`config.mk`:
```
export PLATFORM = sky130hd
export DESIGN_NAME = serclk_gen
export DESIGN_NICKNAME = d
export VERILOG_FILES = /design/src/rtl/serclk_pkg.sv /design/src/rtl/serclk_div.sv /design/src/rtl/serclk_launch.sv /design/src/rtl/serclk_line.sv /design/src/rtl/serclk_gen.sv
export SDC_FILE = /design/constraint.sdc
export NUM_CORES = 1
export LEC_CHECK = 0
export BUFFER_PORTS_ARGS = -buffer_cell sky130_fd_sc_hd__buf_2
export CAP_MARGIN = 20
export CORE_ASPECT_RATIO = 1.1
export CORE_MARGIN = 4
export CORE_UTILIZATION = 52
export CTS_BUF_LIST = sky130_fd_sc_hd__clkbuf_8
export DETAILED_ROUTE_END_ITERATION = 8
export PLACE_DENSITY = 0.82
export SETUP_SLACK_MARGIN = 0.1
export SYNTH_ARGS = -nofsm -noshare
export SYNTH_HDL_FRONTEND = slang
export SYNTH_SLANG_ARGS = --single-unit
```
`constraint.sdc`:
```
create_clock -name clk_i -period 2.4 [get_ports clk_i]
set_clock_uncertainty 0.2 [all_clocks]
set_input_delay 0 -clock clk_i [delete_from_list [all_inputs] [get_ports clk_i]]
set_output_delay 0 -clock clk_i [all_outputs]
set_load 0.05 [all_outputs]
```
`src/rtl/serclk_pkg.sv`:
```
package serclk_pkg;
  localparam int DIV_W    = 8;
  localparam int DLY_W    = 3;
  localparam int SYNC_N   = 2;
  localparam int LC_W     = 4;
  localparam int LC_SDA_EN  = 0;
  localparam int LC_SDA_VAL = 1;
  localparam int LC_SCL_EN  = 2;
  localparam int LC_SCL_VAL = 3;
  localparam int RD_W     = LC_W + 2;
  localparam logic PIN_IDLE = 1'b1;
endpackage

```
`src/rtl/serclk_div.sv`:
```
module serclk_div #(
  parameter int DIV_W = serclk_pkg::DIV_W
) (
  input  logic             clk_i,
  input  logic             rst_ni,
  input  logic             run_i,
  input  logic [DIV_W-1:0] div_i,
  output logic             scl_o,
  output logic             fall_nxt_o,
  output logic             rise_nxt_o
);
  logic [DIV_W-1:0] cnt_q;
  logic             scl_q;
  logic             at_lim;

  // >= keeps a shrinking divider from wrapping the counter
  assign at_lim     = run_i && (cnt_q >= div_i);
  assign fall_nxt_o = at_lim && scl_q;
  assign rise_nxt_o = at_lim && !scl_q;
  assign scl_o      = scl_q;

  always_ff @(posedge clk_i or negedge rst_ni) begin
    if (!rst_ni) begin
      cnt_q <= '0;
      scl_q <= serclk_pkg::PIN_IDLE;
    end else if (!run_i) begin
      cnt_q <= '0;
      scl_q <= serclk_pkg::PIN_IDLE;
    end else if (at_lim) begin
      cnt_q <= '0;
      scl_q <= ~scl_q;
    end else begin
      cnt_q <= cnt_q + 1'b1;
    end
  end

  p_toggle_at_limit_r1: assert property (@(posedge clk_i) disable iff (!rst_ni)
    ((scl_q != $past(scl_q)) && $past(run_i)) |-> $past(cnt_q >= div_i));

  p_idle_high_r2: assert property (@(posedge clk_i) disable iff (!rst_ni)
    !run_i |=> scl_q);
endmodule

```
`src/rtl/serclk_launch.sv`:
```
module serclk_launch #(
  parameter int DLY_W = serclk_pkg::DLY_W
) (
  input  logic             clk_i,
  input  logic             rst_ni,
  input  logic             run_i,
  input  logic             fall_nxt_i,
  input  logic [DLY_W-1:0] dly_i,
  input  logic             tx_bit_i,
  output logic             sda_o,
  output logic             shift_o
);
  localparam logic [DLY_W-1:0] ONE = DLY_W'(1);

  logic [DLY_W-1:0] dly_eff;
  logic [DLY_W-1:0] dcnt_q;
  logic             sda_q;
  logic             shift_q;
  logic             launch;

  // zero would launch on the falling edge itself
  assign dly_eff = (dly_i == '0) ? ONE : dly_i;
  assign launch  = (dcnt_q == ONE);
  assign sda_o   = sda_q;
  assign shift_o = shift_q;

  always_ff @(posedge clk_i or negedge rst_ni) begin
    if (!rst_ni) begin
      dcnt_q  <= '0;
      sda_q   <= serclk_pkg::PIN_IDLE;
      shift_q <= 1'b0;
    end else if (!run_i) begin
      dcnt_q  <= '0;
      sda_q   <= serclk_pkg::PIN_IDLE;
      shift_q <= 1'b0;
    end else begin
      shift_q <= launch;
      if (launch) sda_q <= tx_bit_i;
      if (fall_nxt_i)          dcnt_q <= dly_eff;
      else if (dcnt_q != '0)   dcnt_q <= dcnt_q - 1'b1;
    end
  end

  p_shift_single_r3: assert property (@(posedge clk_i) disable iff (!rst_ni)
    shift_q |=> !shift_q);

  p_no_launch_on_fall_r4: assert property (@(posedge clk_i) disable iff (!rst_ni)
    fall_nxt_i |=> !shift_q);
endmodule

```
`src/rtl/serclk_line.sv`:
```
module serclk_line #(
  parameter int SYNC_N = serclk_pkg::SYNC_N,
  parameter int LC_W   = serclk_pkg::LC_W,
  localparam int RD_W  = LC_W + 2
) (
  input  logic            clk_i,
  input  logic            rst_ni,
  input  logic [LC_W-1:0] line_ctrl_i,
  input  logic            scl_int_i,
  input  logic            sda_int_i,
  input  logic            sda_drv_i,
  input  logic            scl_pin_i,
  input  logic            sda_pin_i,
  output logic            scl_o,
  output logic            sda_o,
  output logic            sda_oe_o,
  output logic            sda_sync_o,
  output logic [RD_W-1:0] line_rd_o
);
  import serclk_pkg::*;

  // bit 1 = SCL, bit 0 = SDA through every stage
  for (genvar s = 0; s < SYNC_N; s++) begin : g_sync
    logic [1:0] q;
    if (s == 0) begin : g_first
      always_ff @(posedge clk_i or negedge rst_ni) begin
        if (!rst_ni) q <= {2{PIN_IDLE}};
        else         q <= {scl_pin_i, sda_pin_i};
      end
    end else begin : g_next
      always_ff @(posedge clk_i or negedge rst_ni) begin
        if (!rst_ni) q <= {2{PIN_IDLE}};
        else         q <= g_sync[s-1].q;
      end
    end
  end

  logic [1:0] pins_s;
  assign pins_s     = g_sync[SYNC_N-1].q;
  assign sda_sync_o = pins_s[0];

  assign scl_o    = line_ctrl_i[LC_SCL_EN] ? line_ctrl_i[LC_SCL_VAL] : scl_int_i;
  assign sda_o    = line_ctrl_i[LC_SDA_EN] ? line_ctrl_i[LC_SDA_VAL] : sda_int_i;
  assign sda_oe_o = line_ctrl_i[LC_SDA_EN] | sda_drv_i;
  assign line_rd_o = {pins_s[1], pins_s[0], line_ctrl_i};
endmodule

```
`src/rtl/serclk_gen.sv`:
```
module serclk_gen #(
  parameter int DIV_W  = serclk_pkg::DIV_W,
  parameter int DLY_W  = serclk_pkg::DLY_W,
  parameter int SYNC_N = serclk_pkg::SYNC_N,
  localparam int CFG_W = DIV_W + DLY_W,
  localparam int LC_W  = serclk_pkg::LC_W,
  localparam int RD_W  = LC_W + 2
) (
  input  logic             clk_i,
  input  logic             rst_ni,
  input  logic [CFG_W-1:0] clk_ctrl_i,
  input  logic [LC_W-1:0]  line_ctrl_i,
  input  logic             run_i,
  input  logic             tx_bit_i,
  input  logic             tx_drive_i,
  input  logic             scl_i,
  input  logic             sda_i,
  output logic             scl_o,
  output logic             sda_o,
  output logic             sda_oe_o,
  output logic             shift_stb_o,
  output logic             sample_stb_o,
  output logic             rx_bit_o,
  output logic [RD_W-1:0]  line_rd_o
);
  logic [DIV_W-1:0] div;
  logic [DLY_W-1:0] dly;
  logic scl_int, sda_int, fall_nxt, rise_nxt, sda_sync;
  logic sample_q, rx_q;

  assign div = clk_ctrl_i[DIV_W-1:0];
  assign dly = clk_ctrl_i[CFG_W-1:DIV_W];

  serclk_div #(.DIV_W(DIV_W)) u_div (
    .clk_i, .rst_ni, .run_i,
    .div_i      (div),
    .scl_o      (scl_int),
    .fall_nxt_o (fall_nxt),
    .rise_nxt_o (rise_nxt)
  );

  serclk_launch #(.DLY_W(DLY_W)) u_launch (
    .clk_i, .rst_ni, .run_i,
    .fall_nxt_i (fall_nxt),
    .dly_i      (dly),
    .tx_bit_i,
    .sda_o      (sda_int),
    .shift_o    (shift_stb_o)
  );

  serclk_line #(.SYNC_N(SYNC_N), .LC_W(LC_W)) u_line (
    .clk_i, .rst_ni, .line_ctrl_i,
    .scl_int_i  (scl_int),
    .sda_int_i  (sda_int),
    .sda_drv_i  (tx_drive_i),
    .scl_pin_i  (scl_i),
    .sda_pin_i  (sda_i),
    .scl_o, .sda_o, .sda_oe_o,
    .sda_sync_o (sda_sync),
    .line_rd_o
  );

  // capture on the rising bus-clock edge
  always_ff @(posedge clk_i or negedge rst_ni) begin
    if (!rst_ni) begin
      sample_q <= 1'b0;
      rx_q     <= 1'b0;
    end else begin
      sample_q <= rise_nxt;
      if (rise_nxt) rx_q <= sda_sync;
    end
  end

  assign sample_stb_o = sample_q;
  assign rx_bit_o     = rx_q;

  p_sample_on_rise_r5: assert property (@(posedge clk_i) disable iff (!rst_ni)
    sample_q |-> (scl_int && !$past(scl_int)));

  p_sda_still_on_fall_r4: assert property (@(posedge clk_i) disable iff (!rst_ni)
    $fell(scl_int) |-> $stable(sda_int));
endmodule

```
Yosys cells after proc, flatten, opt, wreduce, memory -nomap -nowiden
Index checks and enable logic that the tools add are counted.
- memories kept: 0
- RAM bits: 0
- input bits: 22
- register bits: 20
- word-level logic and storage cells: 37
- bits in latches: 0
- ROM bits: 0
- bitwise operators: 2
- reduce and logical (&&, ||, !) cells: 6
- magnitude comparators: 1
- equal/unequal tests: 4
- shift-type cells: 0
- $add $sub $neg: 2
- div/mod/pow operators: 0
- multiplexer cells: 13
- multiply operators: 0
- operators by type and width (cell ; number):
    two-way mux 8 bit ; 2
    two-way mux 3 bit ; 4
    adder 8 x 1 -> 8 bit, second input constant ; 1
    greater-or-equal comparator 8 bit ; 1
    two-way mux 1 bit ; 7
    != test 2 x 1 -> 1 bit, second input constant ; 2
    == test 3 x 1 -> 1 bit, second input constant ; 1
    logical AND 1 bit ; 3
    logical NOT 3 bit ; 1
    != test 3 x 1 -> 1 bit, second input constant ; 1
    nonzero test 3 bit ; 1
    subtractor 3 x 1 -> 3 bit, second input constant ; 1
    logical NOT 1 bit ; 1
    inverter 1 bit ; 1
    bitwise OR 1 bit ; 1

Depth between registers and ports, before layout
Gate-level depths: netlist of the first run.
- depth after elaboration: 5
- depth in mapped cells: 7
- gate-level depth less buffers: 7

Cells and area by module
From an unflattened synthesis of the first run, not the netlist that was laid out.
- cell total of the unflattened synthesis: 113
- area total of the unflattened synthesis: 1229.9 sq um
- by module, submodules not included (module ; cells each ; area each (sq um) ; instances):
    serclk_div ; 69 ; 683.2 ; 1
    serclk_launch ; 29 ; 302.8 ; 1
    serclk_line ; 12 ; 178.9 ; 1
    serclk_gen ; 3 ; 65.1 ; 1

Least setup slack after synthesis of the first run
Ideal clock, no wire load.
- path type: reg-to-reg
- start: register u_div.cnt_q[2]
- end: register rx_q (netlist: rx_bit_o)
- setup slack: 215 ps
- cell stages (with the launch flop): 7
- arrival: 1858 ps
- library setup time: 128 ps
- cells stage by stage: dfrtp_1 ha_1 and3_1 o21ai_1 a311o_1 a211oi_2 mux2_1
- longest elaborated chain between the ends: 3
- RTL lines (element ; line ; source):
    start: declaration ; serclk_div.sv:12 ; logic [DIV_W-1:0] cnt_q;
    start signal: assignment ; serclk_div.sv:33 ; cnt_q <= cnt_q + 1'b1;
    greater-or-equal comparator 8 bit ; serclk_div.sv:17 ; assign at_lim = run_i && (cnt_q >= div_i);
    logical AND 1 bit ; serclk_div.sv:17 ;
    logical AND 1 bit ; serclk_div.sv:19 ; assign rise_nxt_o = at_lim && !scl_q;
    via rise_nxt ; serclk_gen.sv:28 ; logic scl_int, sda_int, fall_nxt, rise_nxt, sda_sync;
    end signal: assignment ; serclk_gen.sv:70 ; if (rise_nxt) rx_q <= sda_sync;
    end: declaration ; serclk_gen.sv:29 ; logic sample_q, rx_q;
The timed path passes the listed nets, and every way through them passes these cells.
A chain may end at the register's enable or synchronous reset.

Final worst setup path of the first run
- start: register u_div.cnt_q[1]
- end: register rx_q (netlist: rx_bit_o)
Same word-level chain as after synthesis.

==> metrics.yaml, run 1 <==
global_route:
  grt-ovfl-total: 0
  track_usage_pct: 18.0
  grt_pass1_vias: 957
  grt_pass1_wl_mm: 4.02
  grt_max_degree: 21
  antenna_found_initial: 0
cts:
  cts_resized: 0
  cts_tree: "built"
  clockBufferDepth: 2
  cts.sinks: 20
  cts_root_buf: "clkbuf_8"
  clk_pin_slew_ps: 70
  clk_latency_ps: 250
  cts_buffers: 3
  htreeDepth: 1
timing:
  rsz0062_at_grt: "true"
  whs_ps: 22.4
  post-route-period-util_pct: 95.8
  max_slew.worst_pin.slew_ps: 428
  setup-violations-final: 0
  fmax_ghz: 0.435
  hold_viol: 0
  relSlewSlack_pct: 71.5
  tns_ps: 0
  drv_slew: 0
  period_needed_ps: 2300
setup_path:
  cp_num_buf_inv: 0
  critPathSlowestCell: "dfrtp_1"
  crit_path_cell_trace: "ha_1, nor2b_1, o211ai_1, a311o_1, a211oi_2, mux2_1"
  slowest_delay_ps: 440
  crit_path_start_kind: "register"
  regToRegSetupSlack_ps: 100
  crit_path_end_kind: "register"
  cp_max_fo: 5
  critical_path.top_delay_family: "compound AO/OA/AOI/OAI gates"
  critPathArrivalTime_ps: 2240
  cp.required_ps: 2340
  critPathKind: "register to register"
cells_and_area:
  insertedDiodeCount: 0
  final_area_sq_um: 1460
  layout.nets: 191
  syn2layout_area_growth_pct: 29.1
  drive_above_1_share_pct: 32.1
  final_common_cell: "buf_2"
  mostFrequentLayoutCells: "buf_2 (33), inv_1 (15), dfrtp_1 (14)"
outcome:
  status: "finished clean"
drt:
  highest_layer: "met4"
  wl_met2_mm: 1.27
  dr.pass1.iters: 4
  wl_met3_um: 101
  via_per_inst: 4.97
  wl_mm: 2.35
  routedWlPerCell_um: 12.8
  drtAntennaViolNets: 0
  num_vias: 914
  wl_met1_um: 945
  drc_errors: 0
  drt_iter0_drc: 12
power:
  power.density_nw_per_um2: 645
  p_leak_nw: 0.756
  power_uw: 942
  ir_worst_vdd_mv: 0.712
logic_synthesis:
  synth_fp_nets: 146
  ys_ff_latch: 20
  synth_cells: 112
  yosys.area_share.simple_pct: 13.8
  synth.area.mux_share_pct: 7.52
  synth_xor_area_share_pct: 5.42
  ys_seq_area_share_pct: 44.9
  synth_top_family_by_area: "simple AND/OR/NAND/NOR gates"
  yosysWarnings: 0
  synth.distinct_cells: 26
  synth.cell_area_sq_um: 1130
  synth-compound-area-share_pct: 6.75
  synth-adder-area-share_pct: 13.3
  synth.avg_cell_area_sq_um: 10.1
floorplan:
  core_area_sq_um: 2040
  chipHeight_um: 56.9
  die_w_um: 52.5
  die_area_sq_um: 2990
  ioPinCount: 34
  start_util_pct: 55.4
  fp-row-count: 17
worst_hold_path:
  min_path_type: "input port to async pin"
place:
  dpl.hpwl_mm: 1.74
  io_buffers: 33
  placed_cell_area_sq_um: 1290
  place.gp.congestion: 0.815
flow_run:
  max_cap_viol_count: 0
-- synth_stat cells --
library cell  count  share of area [%]
a311o_1           1               0.88
xnor2_1           2                1.5
nand3_1           6                2.7
clkbuf_1          1               0.33
mux2_1            1                1.0
nor2_1           11                3.7
o211ai_1          1               0.66
a21boi_2          1                1.0
a211oi_2          1                1.1
dfstp_2           6                 14
o21ai_1           1               0.44
nor3b_1           1               0.66
or2_2             1               0.55
nor2b_1           2                1.1
buf_4             5                3.3
ha_1             12                 13
nand2b_1          1               0.55
mux2i_1           4                3.5
a21oi_1           2               0.88
o21ai_0           4                1.8
inv_1            14                4.6
and3_1            3                1.7
dfrtp_1          14                 31
xor2_1            5                3.9
nand2_1           9                3.0
mux2_2            3                3.0
-- flip-flops by register name, indices dropped and copies added (netlist names) --
name and flops:
rx_bit_o 1, sample_stb_o 1, u_div.cnt_q 8, u_div.scl_o 1
u_launch.dcnt_q 3, u_launch.sda_o 1, u_launch.shift_o 1, u_line.g_sync.q 4
-- kinds of logic (layout without fill, tap and decap cells) --
kind of cell	Yosys count	in the layout
muxes	8	8
and+or+nand+nor	34	34
DFF	20	20
buffers and inverters	20	64
adders and majority gates	12	12
AOI/OAI and AO/OA	11	11
xor gates and xnor gates	7	7
-- worst register-to-register path, delay by kind of cell (launching register included) --
| kind | cells | cell delay [ps] |
|---|---|---|
| AO/OA/AOI/OAI | 3 | 760 |
| flip-flops | 1 | 440 |
| multiplexers | 1 | 350 |
| adder cells (fa/ha/maj) | 1 | 310 |
| AND/OR/NAND/NOR | 1 | 130 |
-- report_power, final --
group | switching, mW | total [mW] | internal [mW]
clock network | 0.107 | 0.221 | 0.114
logic | 0.176 | 0.315 | 0.139
registers | 0.0267 | 0.407 | 0.380
total | 0.310 | 0.942 | 0.632
-- per-stage QoR --
step	worst slack, ps	utilization (%)	std cells
6_report	102	71.5	184
3_5_place_dp	27.3	63.2	167
3_3_place_gp	168	63.2	167
5_1_grt	33.6	71.5	184
2_1_floorplan	215	-	112
4_1_cts	127	71.5	184
-- what timing repair did --
item,in CTS,in global routing
setup buffers,2,0
hold buffers,11,0
pin swaps,2,0
hold endpoints to repair,28,0
endpoints found under the setup margin,1,1
-- layout make-up --
class | count | area (sq um)
clock inverters | 1 | 3.75
inverters | 14 | 52.6
fillers | 161 | 582
flip-flops and latches | 20 | 508
clock buffers | 3 | 41.3
multi-input cells | 72 | 529
well taps | 28 | 35.0
repair buffers | 46 | 290
-- worst paths after layout --
path,from,end,depth (start not counted)
max,u_div.cnt_q[1]$_DFF_PN0_,rx_bit_o$_DFFE_PN0P_,6
min,rst_ni,u_div.cnt_q[6]$_DFF_PN0_,2
max reg2reg,u_div.cnt_q[1]$_DFF_PN0_,rx_bit_o$_DFFE_PN0P_,6
min reg2reg,u_line.g_sync[0].q[1]$_DFF_PN1_,u_line.g_sync[1].q[1]$_DFF_PN1_,0
max in group asynchronous,rst_ni,u_line.g_sync[0].q[0]$_DFF_PN1_,2
min in group clk_i,line_ctrl_i[1],line_rd_o[1],2
-- metal layers --
metal	track usage, %	up-vias
li1	-	447
met1	21.1	437
met2	30.5	24
met3	4.77	6
met4	6.93	0
met5	0	-
Note: power is estimated with default switching activity, not from simulation.
==> run 2, diff against run 1 <==
Settings changed: PLACE_DENSITY 0.82 to not set, PLACE_DENSITY_LB_ADDON set to 0.05.
==> metrics.yaml, run 2 (synthesized netlist as in run 1, its figures left out) <==
floorplan:
  ioPinCount: 34
  fp-row-count: 17
  start_util_pct: 55.4
  core_area_sq_um: 2040
  chipHeight_um: 56.9
  die_area_sq_um: 2990
  die_w_um: 52.5
cells_and_area:
  final_common_cell: "buf_2"
  insertedDiodeCount: 0
  mostFrequentLayoutCells: "buf_2 (33), inv_1 (14), dfrtp_1 (13)"
  regMostFlops: "u_div.cnt_q"
  final_area_sq_um: 1520
  layout.nets: 193
  register_area_sq_um: 509
  fillCellCount: 160
  largest_reg_flops: 8
  drive_above_1_share_pct: 37.3
  multiInputGateArea_sq_um: 576
  largestRegisters: "u_div.cnt_q (8), u_line.g_sync.q (4), u_launch.dcnt_q (3)"
  syn2layout_area_growth_pct: 34.6
worst_hold_path:
  min_path_type: "input port to async pin"
timing:
  rsz0062_at_grt: "true"
  period_needed_ps: 2280
  setup-violations-final: 0
  hold_viol: 0
  fmax_ghz: 0.438
  whs_ps: 17.7
  drv_slew: 0
  tns_ps: 0
  relSlewSlack_pct: 71.3
  max_slew.worst_pin.slew_ps: 431
  post-route-period-util_pct: 95.1
cts:
  clockBufferDepth: 2
  cts_root_buf: "clkbuf_8"
  clk_pin_slew_ps: 70
  cts_buffers: 3
  cts.sinks: 20
  htreeDepth: 1
  clk_latency_ps: 260
  cts_tree: "built"
drt:
  drtAntennaViolNets: 0
  drc_errors: 0
  via_per_inst: 4.92
  num_vias: 915
  dr.pass1.iters: 4
  drt_iter0_drc: 5
  routedWlPerCell_um: 11.8
  wl_mm: 2.20
global_route:
  grt-ovfl-total: 0
  grt_pass1_wl_mm: 3.43
  antenna_found_initial: 0
  track_usage_pct: 15.1
  grt_pass1_vias: 843
  grt_max_degree: 21
power:
  power.density_nw_per_um2: 624
  p_leak_nw: 0.763
  ir_worst_vdd_mv: 0.442
place:
  io_buffers: 33
  place.gp.congestion: 0.828
  placed_cell_area_sq_um: 1290
  dpl.hpwl_mm: 1.60
setup_path:
  crit_path_start_kind: "register"
  cp.required_ps: 2340
  critPathKind: "register to register"
  critPathArrivalTime_ps: 2220
  crit_path_end_kind: "register"
  cp_max_fo: 5
flow_run:
  max_cap_viol_count: 0
outcome:
  status: "finished clean"
run 2: per-stage QoR:
| step | instances | power [mW] | utilization [%] | setup slack, ps |
|---|---|---|---|---|
| floorplan | 112 | 0.635 | - | 215 |
| global placement | 167 | 0.688 | 63.2 | 150 |
| detailed placement | 167 | 0.701 | 63.2 | 84.9 |
| CTS | 182 | 0.941 | 70.8 | 103 |
| global route | 186 | 1.01 | 74.6 | 47.4 |
| finish | 186 | 0.950 | 74.6 | 118 |
run 2: cell type report:
type                            instances  share of cell area (%)
Timing Repair Buffer                   48                    20.0
Inverter                               14                    3.45
Multi-Input combinational cell         72                    37.8
Clock buffer                            3                    2.71
Clock inverter                          1                   0.247
Sequential cell                        20                    33.4
Tap cell                               28                    2.30
run 2: worst max-delay path, cell delays in order, from the launching register on:
cell	delay, ps
dfrtp_2	400
inv_2	60
ha_4	250
and3_4	170
o21ai_2	50
a311o_1	410
a211oi_2	280
mux2_1	340
run 2: where the power goes:
part | leakage [nW] | switching, mW | total (mW) | internal [mW]
Clock | 0.0269 | 0.105 | 0.219 | 0.114
Combinational | 0.484 | 0.174 | 0.323 | 0.149
Sequential | 0.252 | 0.0273 | 0.408 | 0.380
Total | 0.763 | 0.307 | 0.950 | 0.643
run 2: timing repair:
action | 4_1_cts | 5_1_grt
pin swaps | 1 | 5
endpoints found under the setup margin | 1 | 1
setup buffers | 0 | 4
hold buffers | 11 | 0
endpoints found under the hold margin | 29 | 0
resized for setup | 0 | 7
run 2: final timing paths:
kind                                                  from                              end  slack (ps)  cells after the start
max in group asynchronous                           rst_ni  u_line.g_sync[0].q[1]$_DFF_PN1_        1640                      2
min in group clk_i                          line_ctrl_i[3]                     line_rd_o[3]         100                      2
max                               u_div.cnt_q[0]$_DFF_PN0_             rx_bit_o$_DFFE_PN0P_         120                      7
min reg2reg                u_line.g_sync[0].q[1]$_DFF_PN1_  u_line.g_sync[1].q[1]$_DFF_PN1_         160                      0
max reg2reg                       u_div.cnt_q[0]$_DFF_PN0_             rx_bit_o$_DFFE_PN0P_         120                      7
min                                                 rst_ni   u_launch.dcnt_q[0]$_DFFE_PN0P_          20                      2
run 2: metal layers:
metal / global-route usage [%] / up-vias / wire, um
met5: 0 / - / 0
met4: 5.47 / 0 / 21
met3: 3.18 / 3 / 147
met2: 25.2 / 34 / 1100
met1: 18.8 / 425 / 936
li1: - / 453 / -
==> run 3, diff against run 2 <==
Settings changed: CELL_PAD_IN_SITES_DETAIL_PLACEMENT set to 1, CELL_PAD_IN_SITES_GLOBAL_PLACEMENT set to 1, CORE_UTILIZATION 52 to 40.
==> metrics.yaml, run 3 (synthesized netlist as in run 1, its figures left out) <==
floorplan:
  fp-row-count: 19
  die_w_um: 58.7
  ioPinCount: 34
  start_util_pct: 43.7
  core_area_sq_um: 2590
  chipHeight_um: 63.8
  die_area_sq_um: 3740
setup_path:
  critPathSlowestCell: "dfrtp_1"
  critPathArrivalTime_ps: 2220
  cp_num_buf_inv: 0
  slowest_delay_ps: 410
  cp_max_fo: 4
  critical_path.top_delay_family: "compound AO/OA/AOI/OAI gates"
  crit_path_start_kind: "register"
  crit_path_cell_trace: "ha_1, nor2b_1, o211ai_1, a311o_1, a211oi_2, mux2_1"
  cp.required_ps: 2340
  critPathKind: "register to register"
  crit_path_end_kind: "register"
drt:
  routedWlPerCell_um: 12.9
  drtAntennaViolNets: 0
  dr.pass1.iters: 4
  drc_errors: 0
  drt_iter0_drc: 5
  via_per_inst: 4.87
  num_vias: 915
  wl_mm: 2.42
cts:
  clk_latency_ps: 260
  cts.sinks: 20
  clockBufferDepth: 2
  htreeDepth: 1
  clk_pin_slew_ps: 70
  cts_root_buf: "clkbuf_8"
  cts_tree: "built"
  cts_buffers: 3
global_route:
  grt_pass1_vias: 1014
  antenna_found_initial: 0
  grtUsageMet1_pct: 16.7
  grt-ovfl-total: 0
  grt_pass1_wl_mm: 4.22
  grt_use_met3_pct: 2.01
  grt-busiest-layer: "met2"
  grt_max_degree: 21
  grt_use_met2_pct: 26.3
  track_usage_pct: 14.5
timing:
  setup-violations-final: 0
  hold_viol: 0
  relSlewSlack_pct: 71.9
  drv_slew: 0
  post-route-period-util_pct: 94.9
  period_needed_ps: 2280
  fmax_ghz: 0.439
  max_slew.worst_pin.slew_ps: 421
  rsz0062_at_grt: "true"
  tns_ps: 0
worst_hold_path:
  min_path_type: "input port to async pin"
cells_and_area:
  layout.nets: 192
  final_common_cell: "buf_2"
  mostFrequentLayoutCells: "buf_2 (33), inv_1 (14), dfrtp_1 (14)"
  fillCellCount: 294
  largest_reg_flops: 8
  largestRegisters: "u_div.cnt_q (8), u_line.g_sync.q (4), u_launch.dcnt_q (3)"
  final_area_sq_um: 1480
  syn2layout_area_growth_pct: 31.0
  regMostFlops: "u_div.cnt_q"
  final_cells: 188
  final_core_util_pct: 57.2
  insertedDiodeCount: 0
  drive_above_1_share_pct: 33.1
flow_run:
  max_cap_viol_count: 0
outcome:
  status: "finished clean"
place:
  place.gp.congestion: 0.826
  dpl.hpwl_mm: 1.87
  io_buffers: 33
  placed_cell_area_sq_um: 1300
  place_inst: 171
power:
  p_leak_nw: 0.763
  power.density_nw_per_um2: 660
  power_uw: 978
  ir_worst_vdd_mv: 0.641
==> run 3: repair_timing <==
item                                    in CTS  in global routing
setup buffers                                2                  0
hold endpoints to repair                    28                  0
resized for setup                            0                  1
hold buffers                                11                  0
endpoints found under the setup margin       1                  1
pin swaps                                    2                  0
==> run 3: layout make-up <==
class,count,area (sq um),share of cell area [%]
Tap cell,31,38.8,2.62
Multi-Input combinational cell,72,529,35.7
Timing Repair Buffer,47,298,20.1
Sequential cell,20,508,34.3
Clock buffer,4,55.1,3.72
Inverter,14,52.6,3.55
==> run 3: worst paths after layout <==
| kind | start | to | slack [ps] | cells after the start |
|---|---|---|---|---|
| max | u_div.cnt_q[1]$_DFF_PN0_ | rx_bit_o$_DFFE_PN0P_ | 120 | 6 |
| min | rst_ni | u_launch.dcnt_q[1]$_DFFE_PN0P_ | 6 | 2 |
| max reg2reg | u_div.cnt_q[1]$_DFF_PN0_ | rx_bit_o$_DFFE_PN0P_ | 120 | 6 |
| min reg2reg | u_line.g_sync[0].q[0]$_DFF_PN1_ | u_line.g_sync[1].q[0]$_DFF_PN1_ | 160 | 0 |
| max in group asynchronous | rst_ni | u_line.g_sync[0].q[1]$_DFF_PN1_ | 1660 | 2 |
| min in group clk_i | line_ctrl_i[3] | line_rd_o[3] | 100 | 2 |
==> run 3: metrics by stage <==
stage                     hold slack, ps  setup WS [ps]
after floorplan                     -496            215
after global placement              -236            143
after detailed placement            -239           38.9
after CTS                           13.9            154
after global routing                69.3           40.8
final                               6.37            122
==> run 3: metal layers <==
layer	part of all wire, %	wire length (um)
met2	50	1220
met1	42	1020
met3	6.3	153
met4	0.99	24
met5	0	0
==> run 3: where the power goes <==
part | switching [mW] | internal [mW] | leakage, nW
Clock | 0.103 | 0.146 | 0.0288
Combinational | 0.182 | 0.141 | 0.481
Sequential | 0.0257 | 0.380 | 0.253
